===== src/rtl/dbg_gate_pkg.sv =====
package dbg_gate_pkg;
    typedef enum logic [1:0] {
        INS_IDLE = 2'b00,
        INS_CHAL = 2'b01,
        INS_RESP = 2'b10,
        INS_RSVD = 2'b11
    } tap_ins_e;

    typedef enum logic [1:0] {
        SEC_OPEN    = 2'b00,
        SEC_GUARDED = 2'b01,
        SEC_BLOCKED = 2'b10
    } sec_mode_e;
endpackage


===== src/rtl/dbg_mode_decode.sv =====
module dbg_mode_decode
    import dbg_gate_pkg::*;
(
    input  logic [1:0] sec_fuse,
    input  logic       kill_fuse,
    output sec_mode_e  mode,
    output logic       all_off
);
    always_comb begin
        unique case (sec_fuse)
            2'b00:   mode = SEC_OPEN;
            2'b01:   mode = SEC_GUARDED;
            default: mode = SEC_BLOCKED;
        endcase
        all_off = kill_fuse;
    end
endmodule


===== src/rtl/dbg_chal_shifter.sv =====
module dbg_chal_shifter
    import dbg_gate_pkg::*;
#(
    parameter int UID_W = 64
) (
    input  logic             clk,
    input  logic             rst_n,
    input  logic [1:0]       instr,
    input  logic             capture,
    input  logic             shift,
    input  logic [UID_W-1:0] uid,
    output logic             tdo_raw
);
    typedef struct packed {
        logic [UID_W-1:0] sr;
    } chal_st_t;

    chal_st_t st_d, st_q;
    logic     sel;

    always_comb begin
        sel  = (instr == INS_CHAL);
        st_d = st_q;
        if (sel && capture)
            st_d.sr = uid;
        else if (sel && shift)
            st_d.sr = {1'b0, st_q.sr[UID_W-1:1]};
        tdo_raw = sel ? st_q.sr[0] : 1'b0;
    end

    always_ff @(posedge clk or negedge rst_n) begin
        if (!rst_n) st_q <= '0;
        else        st_q <= st_d;
    end


    cap_first_bit_chk: assert property (@(posedge clk) disable iff (!rst_n)
        (sel && capture) |=> ((instr != INS_CHAL) || (tdo_raw == $past(uid[0]))));
endmodule


===== src/rtl/dbg_resp_checker.sv =====
module dbg_resp_checker
    import dbg_gate_pkg::*;
#(
    parameter int KEY_W = 128
) (
    input  logic             clk,
    input  logic             rst_n,
    input  logic [1:0]       instr,
    input  logic             capture,
    input  logic             shift,
    input  logic             update,
    input  logic             tdi,
    input  logic             armed,
    input  logic [KEY_W-1:0] key,
    output logic             authed,
    output logic             failed
);
    localparam int CNT_W = $clog2(KEY_W + 1);
    localparam logic [CNT_W-1:0] FULL = CNT_W'(KEY_W);

    typedef struct packed {
        logic [KEY_W-1:0] sr;
        logic [CNT_W-1:0] cnt;
        logic             authed;
        logic             failed;
    } resp_st_t;

    resp_st_t st_d, st_q;
    logic     sel, complete, match;

    always_comb begin
        sel      = (instr == INS_RESP);
        complete = (st_q.cnt == FULL);
        match    = (st_q.sr == key);
        st_d     = st_q;
        if (sel && capture) begin
            st_d.sr  = '0;
            st_d.cnt = '0;
        end else if (sel && shift) begin
            st_d.sr = {tdi, st_q.sr[KEY_W-1:1]};
            if (!complete) st_d.cnt = st_q.cnt + 1'b1;
        end else if (sel && update && complete) begin
            st_d.cnt = '0;
            if (armed) begin
                if (match) st_d.authed = 1'b1;
                else       st_d.failed = 1'b1;
            end
        end
        authed = st_q.authed;
        failed = st_q.failed;
    end

    always_ff @(posedge clk or negedge rst_n) begin
        if (!rst_n) st_q <= '0;
        else        st_q <= st_d;
    end


    auth_cause_chk: assert property (@(posedge clk) disable iff (!rst_n)
        $rose(authed) |-> $past(update && sel && armed));

    auth_sticky_chk: assert property (@(posedge clk) disable iff (!rst_n)
        authed |=> authed);

    fail_sticky_chk: assert property (@(posedge clk) disable iff (!rst_n)
        failed |=> failed);
endmodule


===== src/rtl/dbg_sw_bypass.sv =====
module dbg_sw_bypass (
    input  logic clk,
    input  logic rst_n,
    input  logic wr,
    input  logic val,
    input  logic lock_wr,
    input  logic kill,
    output logic open
);
    typedef struct packed {
        logic de;
        logic lock;
    } byp_st_t;

    byp_st_t st_d, st_q;

    always_comb begin
        st_d = st_q;
        if (wr && !st_q.lock) st_d.de = val;
        if (lock_wr)          st_d.lock = 1'b1;
        open = st_q.de && !kill;
    end

    always_ff @(posedge clk or negedge rst_n) begin
        if (!rst_n) st_q <= '0;
        else        st_q <= st_d;
    end


    lock_hold_chk: assert property (@(posedge clk) disable iff (!rst_n)
        st_q.lock |=> ($stable(st_q.de) && st_q.lock));
endmodule


===== src/rtl/dbg_auth_gate.sv =====
module dbg_auth_gate
    import dbg_gate_pkg::*;
#(
    parameter int UID_W = 64,
    parameter int KEY_W = 128
) (
    input  logic             clk,
    input  logic             rst_n,
    input  logic [1:0]       sec_fuse,
    input  logic             kill_fuse,
    input  logic             bypass_kill_fuse,
    input  logic             port_sel,
    input  logic [UID_W-1:0] dev_uid,
    input  logic [KEY_W-1:0] resp_key,
    input  logic [1:0]       instr,
    input  logic             capture,
    input  logic             shift,
    input  logic             update,
    input  logic             tdi,
    output logic             tdo,
    input  logic             sw_de_wr,
    input  logic             sw_de_val,
    input  logic             sw_lock_wr,
    output logic             dbg_en,
    output logic             test_en,
    output logic             auth_fail
);
    sec_mode_e mode;
    logic      all_off, tdo_raw, authed, sw_open, armed;

    dbg_mode_decode u_decode (
        .sec_fuse (sec_fuse),
        .kill_fuse(kill_fuse),
        .mode     (mode),
        .all_off  (all_off)
    );

    dbg_chal_shifter #(.UID_W(UID_W)) u_chal (
        .clk    (clk),
        .rst_n  (rst_n),
        .instr  (instr),
        .capture(capture),
        .shift  (shift),
        .uid    (dev_uid),
        .tdo_raw(tdo_raw)
    );

    always_comb armed = (mode == SEC_GUARDED) && !all_off;

    dbg_resp_checker #(.KEY_W(KEY_W)) u_resp (
        .clk    (clk),
        .rst_n  (rst_n),
        .instr  (instr),
        .capture(capture),
        .shift  (shift),
        .update (update),
        .tdi    (tdi),
        .armed  (armed),
        .key    (resp_key),
        .authed (authed),
        .failed (auth_fail)
    );

    dbg_sw_bypass u_byp (
        .clk    (clk),
        .rst_n  (rst_n),
        .wr     (sw_de_wr),
        .val    (sw_de_val),
        .lock_wr(sw_lock_wr),
        .kill   (bypass_kill_fuse),
        .open   (sw_open)
    );

    always_comb begin
        dbg_en  = !all_off && !port_sel &&
                  ((mode == SEC_OPEN) || authed || sw_open);
        test_en = !all_off && port_sel;
        tdo     = all_off ? 1'b0 : tdo_raw;
    end


    port_excl_chk: assert property (@(posedge clk) disable iff (!rst_n)
        !(dbg_en && test_en));

    tdo_quiet_chk: assert property (@(posedge clk) disable iff (!rst_n)
        (instr != INS_CHAL) |-> !tdo);

    kill_all_chk: assert property (@(posedge clk) disable iff (!rst_n)
        kill_fuse |-> (!dbg_en && !test_en && !tdo));
endmodule


===== config.mk =====
export PLATFORM = sky130hd
export DESIGN_NAME = dbg_auth_gate
export DESIGN_NICKNAME = d
export VERILOG_FILES = /design/src/rtl/dbg_gate_pkg.sv /design/src/rtl/dbg_mode_decode.sv /design/src/rtl/dbg_chal_shifter.sv /design/src/rtl/dbg_resp_checker.sv /design/src/rtl/dbg_sw_bypass.sv /design/src/rtl/dbg_auth_gate.sv
export SDC_FILE = /design/constraint.sdc
export NUM_CORES = 1
export LEC_CHECK = 0
export BUFFER_PORTS_ARGS = -buffer_cell sky130_fd_sc_hd__buf_2
export CAP_MARGIN = 20
export CORE_UTILIZATION = 29
export CTS_CLUSTER_SIZE = 24
export DETAILED_ROUTE_END_ITERATION = 10
export SLEW_MARGIN = 40
export SYNTH_ARGS = -nofsm -noshare
export SYNTH_HDL_FRONTEND = slang
export SYNTH_SLANG_ARGS = --single-unit

===== constraint.sdc =====
create_clock -name clk -period 2.15 [get_ports clk]
set_input_delay 0.43 -clock clk [delete_from_list [all_inputs] [get_ports clk]]
set_output_delay 0.43 -clock clk [all_outputs]
set_load 0.03 [all_outputs]

### Yosys cells after proc, flatten, opt, wreduce, memory -nomap -nowiden

Cells that the tools add are included.

* $mul: 0
* shift operators: 0
* bitwise operators: 3
* eq/ne operators: 7
* muxes and demuxes: 13
* order comparisons: 0
* $add $sub $neg: 1
* div/mod/pow operators: 0
* reductions and logical operators: 26

Operator list (number)
* $mux 136: 1
* $eq 128x128->1: 1
* $mux 128: 1
* $mux 64: 2
* $mux 8: 2
* $logic_and 1x1->1: 12
* $mux 10: 1
* $reduce_and 5->1: 2
* $add 8x1->8 const B: 1
* $eq 8x8->1 const B: 1
* $eq 2x1->1 const B: 3
* $logic_not 1->1: 4
* $logic_not 2->1: 2
* $mux 1: 4
* $pmux 2 s2: 1
* $reduce_bool 2->1: 2
* $ne 3x3->1 const B: 1
* $not 1->1: 3
* $reduce_bool 3->1: 1
* $eq 2x2->1 const B: 1
* $logic_or 1x1->1: 2
* $mux 2: 1
* $reduce_and 2->1: 1

* memory bits (writable): 0
* memory bits (read-only): 0
* memories: 0
* output and inout port bits: 4
* latch bits: 0
* register bits: 204

### Depth between registers and ports, before layout

* depth after elaboration: 8
* depth in mapped cells: 8
* depth with buffers taken out: 8

### By module

From an unflattened synthesis, not the netlist that was laid out.

* cell total of the unflattened synthesis: 782
* area total of the unflattened synthesis: 9575.4 µm²

Modules (own cells, without submodules)
* dbg_resp_checker: times used 1, sequential area each 3453.3 µm², area an instance 6491.2 µm², cells an instance 544
* dbg_chal_shifter: times used 1, sequential area each 1601.5 µm², area an instance 2946.6 µm², cells an instance 223
* dbg_sw_bypass: times used 1, sequential area each 50.0 µm², area an instance 83.8 µm², cells an instance 6
* dbg_auth_gate: times used 1, sequential area each 0.0 µm², area an instance 36.3 µm², cells an instance 6
* dbg_mode_decode: times used 1, sequential area each 0.0 µm², area an instance 17.5 µm², cells an instance 3

### Least setup slack after synthesis

No wires, ideal clock.

* path kind: input-to-output
* start point: input sec_fuse[1]
* end point: output dbg_en
* slack: 447 ps
* path buffers: 0
* data arrival time: 1273 ps
* cell stages on the path: 3
* data required time: 1720 ps
* path through: o22ai_1 -> nor2_1 -> nor3_1

* cells in the longest elaborated chain, start to end: 6
* elaborated cells between the ends (all ways): 7

RTL lines
* start: declaration: RTL line dbg_auth_gate.sv:9 `input logic [1:0] sec_fuse,`
* $eq 2x1->1 / $logic_not 2->1 (equally long branches): RTL line dbg_mode_decode.sv:10 `unique case (sec_fuse)`
* $pmux 2 s2 *: RTL line dbg_mode_decode.sv:10
* $logic_not 2->1 *: RTL line dbg_auth_gate.sv:76 `((mode == SEC_OPEN) || authed || sw_open);`
* $logic_or 1x1->1 * (2 in series): RTL line dbg_auth_gate.sv:76
* $logic_and 1x1->1 *: RTL line dbg_auth_gate.sv:75 `dbg_en = !all_off && !port_sel &&`
* end: declaration: RTL line dbg_auth_gate.sv:24 `output logic dbg_en,`

Every way passes the cells marked *; elsewhere a longest branch is shown, timed or not.

### Worst setup path after layout

* start point: register u_resp.st_q[27] (netlist name)
* end point: register u_resp.st_q (netlist bit u_resp.failed)

* cells in the longest elaborated chain, start to end: 3

RTL lines
* start: declaration: RTL line dbg_resp_checker.sv:28 `resp_st_t st_d, st_q;`
* start signal: assignment: RTL line dbg_resp_checker.sv:55 `else st_q <= st_d;`
* $eq 128x128->1: RTL line dbg_resp_checker.sv:34 `match = (st_q.sr == key);`
* $not 1->1 (no line)
* $reduce_and 5->1 (no line)

No other way between the ends.
A chain may end at the register's enable or synchronous reset.

==> results.rst <==
.. list-table::
   :header-rows: 1

   * - Metric
     - Value
   * - Status
     - complete, but fails checks
   * - Violations in the final reports
     - design-rule violations
   * - RSZ-0062 raised after global routing
     - false
   * - Initial standard-cell utilization of the core
     - approximately 30%
   * - Inserted Clock Buffers
     - 23
   * - Die Ht
     - between 150 and 200 microns
   * - WS Path Type
     - reg2reg
   * - Worst-case clock buffer depth
     - 3
   * - Via density per instance
     - 5.021
   * - Mean cell area of the mapped netlist
     - 11.30 sq um
   * - Worst hold start
     - sw_lock_wr
   * - Count of final max-slew check failures
     - 0
   * - Sum of overflow across all layers after global routing
     - 0
   * - Max IR drop VDD
     - approximately 0.00044 V
   * - Final Cycle Share
     - between 90% and 100%
   * - Tightest slew margin relative to the limit
     - 54.25%
   * - Critical-path cell list
     - xor2_1, nor4_1, buf_4, nand4_1, nor4_2, nand2_1, a21o_1
   * - NumNets Final
     - about 1200
   * - Die footprint
     - ~32000 sq um
   * - Buffer type at the clock tree root
     - clkbuf_16
   * - Total negative slack
     - 0 ns
   * - Number of instances in the synthesized netlist
     - 813
   * - First-pass detailed-route iteration total
     - 9
   * - Total half-perimeter wirelength after legalization and detailed placement
     - 20260 microns
   * - Total power of the final layout
     - around 0.0093 W
   * - Routed length per placed instance
     - around 19 microns
   * - Number of sinks handled by clock tree synthesis
     - 204
   * - Core footprint
     - 30910 sq um
   * - DRC violation count after routing
     - 20
   * - Vias post-DR
     - about 7300
   * - Setup Skew
     - 0.02249 ns
   * - Fin. Hold Viols
     - 0
   * - Via count of the first global-routing pass
     - approximately 7200
   * - Routability Congestion
     - 0.8318
   * - Final critical delay including setup and external delays
     - ~2 ns
   * - Total of endpoints with negative setup slack in the final report
     - 0
   * - Top layer in use
     - met4
   * - Area Growth Syn to Fin
     - 28.08%
   * - Pin count of the biggest net entering global routing
     - approximately 130
   * - Share of the synthesized area in compound gates (AO/OA/AOI/OAI)
     - a little over a fifth
   * - Cell family with most CP delay
     - simple AND/OR/NAND/NOR gates
   * - TritonCTS clock tree
     - built
   * - Simple-gate share of the synthesized area
     - under 10%
   * - Synthesis warning total
     - 0
   * - Synthesized cell area
     - between 9000 and 10000 sq um
   * - Slowest Stage Delay on Critical Path
     - between 0.4 and 0.5 ns
   * - Routed Wire Length
     - 27690 microns
   * - Portion of the post-synthesis area used by sequential elements
     - 55.58%
   * - Worst Setup Start Kind
     - register
   * - Total I/O pin count
     - roughly 210
   * - Number of rows in the core area
     - 64
   * - Distinct cell type count after synthesis
     - 33
   * - Detail Route met3 WL
     - ~1200 microns
   * - Cell type of the slowest stage on the worst timing path
     - dfrtp_1
   * - Slew @ Worst Pin
     - between 0.6 and 0.7 ns
   * - Number of synthesized register bits
     - slightly above 200
   * - Clock latency of the later-clocked register in the worst-skew pair
     - approximately 0.52 ns
   * - Fraction of final layout cells sized beyond drive strength 1
     - ~28%
   * - Met2 Routed Length
     - approximately 13000 microns
   * - # Max-Cap Violations
     - 0
   * - H-tree depth
     - 1
   * - Combinational family with the most area after synthesis
     - compound AO/OA/AOI/OAI gates
   * - Int Power
     - roughly 0.0070 W
   * - Clock Power Share
     - a little over two fifths
   * - Biggest fanout along the worst timing path
     - 3
   * - Worst min-delay path class
     - in2reg
   * - Reported leakage power
     - between 5 and 6 nW
   * - Adder-cell area share of the yosys netlist
     - less than 1%
   * - Net switching fraction of the power
     - around 25%
   * - Count of buffers inserted at the top-level ports
     - around 210
   * - Syn Nets
     - about 1000
   * - Count of buffer and inverter cells on the critical path
     - 1
   * - Number of antenna violations at the first check in global routing
     - 8
   * - Power dissipated by switching net loads
     - approximately 0.0023 W
   * - Data arrival time of the critical path
     - 2.41 ns
   * - Required @ worst endpoint
     - between 2 and 3 ns
   * - Xor/xnor share of the synthesized area
     - between 10 and 15%
   * - F_max
     - between 500 and 600 MHz
   * - GRT Util Overall
     - ~17%
   * - DR iter-0 viols
     - a little over 500
   * - P per Cell Area
     - around 800 nW/um^2
   * - Post-CTS clock slew at the launch and capture registers of the worst setup and hold paths
     - 0.06 ns
   * - Portion of total power attributed to sequential cells
     - a little under half
   * - Floorplan die width
     - between 150 and 200 microns
   * - Critical Path Sink Type
     - register
   * - Multiplexer share of the synthesized area
     - 0%
   * - Number of nets with antenna violations after routing
     - 0
   * - Logic gate share of total power
     - a little over a tenth
   * - First-pass GRT wire length
     - roughly 43000 microns
   * - Routed length on met1
     - 12630 microns
   * - Launching element of the worst setup path
     - u_resp.st_q[27]
   * - Startpoint of the worst-slack reg-to-reg timing path
     - u_resp.st_q[27]
-- cell families after synthesis --
family                   after synthesis
buffers and inverters                 60
AND/OR/NAND/NOR                      143
flip-flops                           204
XOR/XNOR                             131
AO/OA/AOI/OAI                        273
adder cells (fa/ha/maj)                2
-- final cells by class --
class / instances / area, sq um
clock buffers: 32 / 659.4
flip-flops and latches: 204 / 5105
fillers: 3053 / 19150
repair buffers: 244 / 1453
diodes: 6 / 15.01
well taps: 396 / 495.5
clock inverters: 8 / 132.6
inverters: 5 / 18.77
multi-input cells: 549 / 3885
-- flip-flops by register name, summed over array words and instances, names as in the netlist --
register       flops
u_byp.st_q         2
u_chal.st_q       64
u_resp.authed      1
u_resp.failed      1
u_resp.st_q      136
-- path summary, 6_finish.rpt --
kind	end	slack, ns	cells after the start
hold / removal	u_byp.st_q[0]	0.12	2
max in group asynchronous	u_chal.st_q[13]	1.07	3
min in group asynchronous	u_resp.st_q[87]	0.46	2
setup reg to reg	u_resp.failed	0.15	7
setup / recovery	u_resp.failed	0.15	7
hold reg to reg	u_byp.st_q[0]	0.46	1
-- cells in the final DEF (no fill, tap or decap), types with 6 or more instances in the layout --
master,instances
buf_2,210
dfrtp_1,204
xor2_1,131
a22o_1,130
nand2_1,66
o22ai_1,64
o21ai_0,63
nor4_1,30
clkbuf_16,23
buf_4,21
nor2_1,13
nand4_1,11
buf_12,11
diode_2,6
clkbuf_8,6
-- stage by stage --
step,setup WS (ns),hold WS [ns],cells,area [sq um],util (%)
floorplan,0.4468,0.1344,813,9185,-
finish,0.1513,0.1190,1444,11760,38.06
CTS,0.1030,0.09990,1438,11720,37.93
detailed placement,-0.005836,0.4557,1397,10920,35.33
global route,0.04002,0.1066,1442,11760,38.04
global placement,-0.0001497,0.4436,1397,10920,35.33
-- cells in the mapped netlist (all sizes together) --
cell | n | share of area [%]
dfrtp | 204 | 56
o21ai | 70 | 3.8
a22o | 130 | 12
or2 | 2 | 0.14
and2 | 2 | 0.14
xor2 | 131 | 12
nor4 | 34 | 2.3
o22ai | 64 | 4.4
and3 | 4 | 0.27
ha | 2 | 0.27
buf | 26 | 1.3
a21o | 1 | 0.082
nand4 | 11 | 0.75
a21oi | 4 | 0.26
and4bb | 1 | 0.14
nor2 | 13 | 0.53
nand2b | 2 | 0.14
and3b | 1 | 0.095
nand2 | 66 | 2.7
o31ai | 1 | 0.14
o21a | 1 | 0.082
clkbuf | 29 | 1.2
nand3 | 1 | 0.054
a31o | 2 | 0.19
nor3 | 3 | 0.16
inv | 5 | 0.20
nor2b | 3 | 0.20
-- power groups by stage --
stage               sequential (W)  combinational, W  clock (W)
finish                     0.00423          0.000990    0.00411
global route               0.00426           0.00113    0.00437
CTS                        0.00423           0.00100    0.00422
detailed placement         0.00429          0.000999          0
global placement           0.00428          0.000979          0
floorplan                  0.00426          0.000493          0
-- metal layers --
metal  global-route usage (%)  up-vias
met4                    5.483        0
met1                    23.65     3595
met3                    2.451       41
met5                        0        -
li1                         -     3426
met2                    27.05      188
-- timing repair --
action	CTS	global route
resized for setup	0	4
setup buffers	0	0
hold buffers	1	0
endpoints found under the setup margin	0	1
hold endpoints to repair	52	0
(Power assumes the default switching activity.)
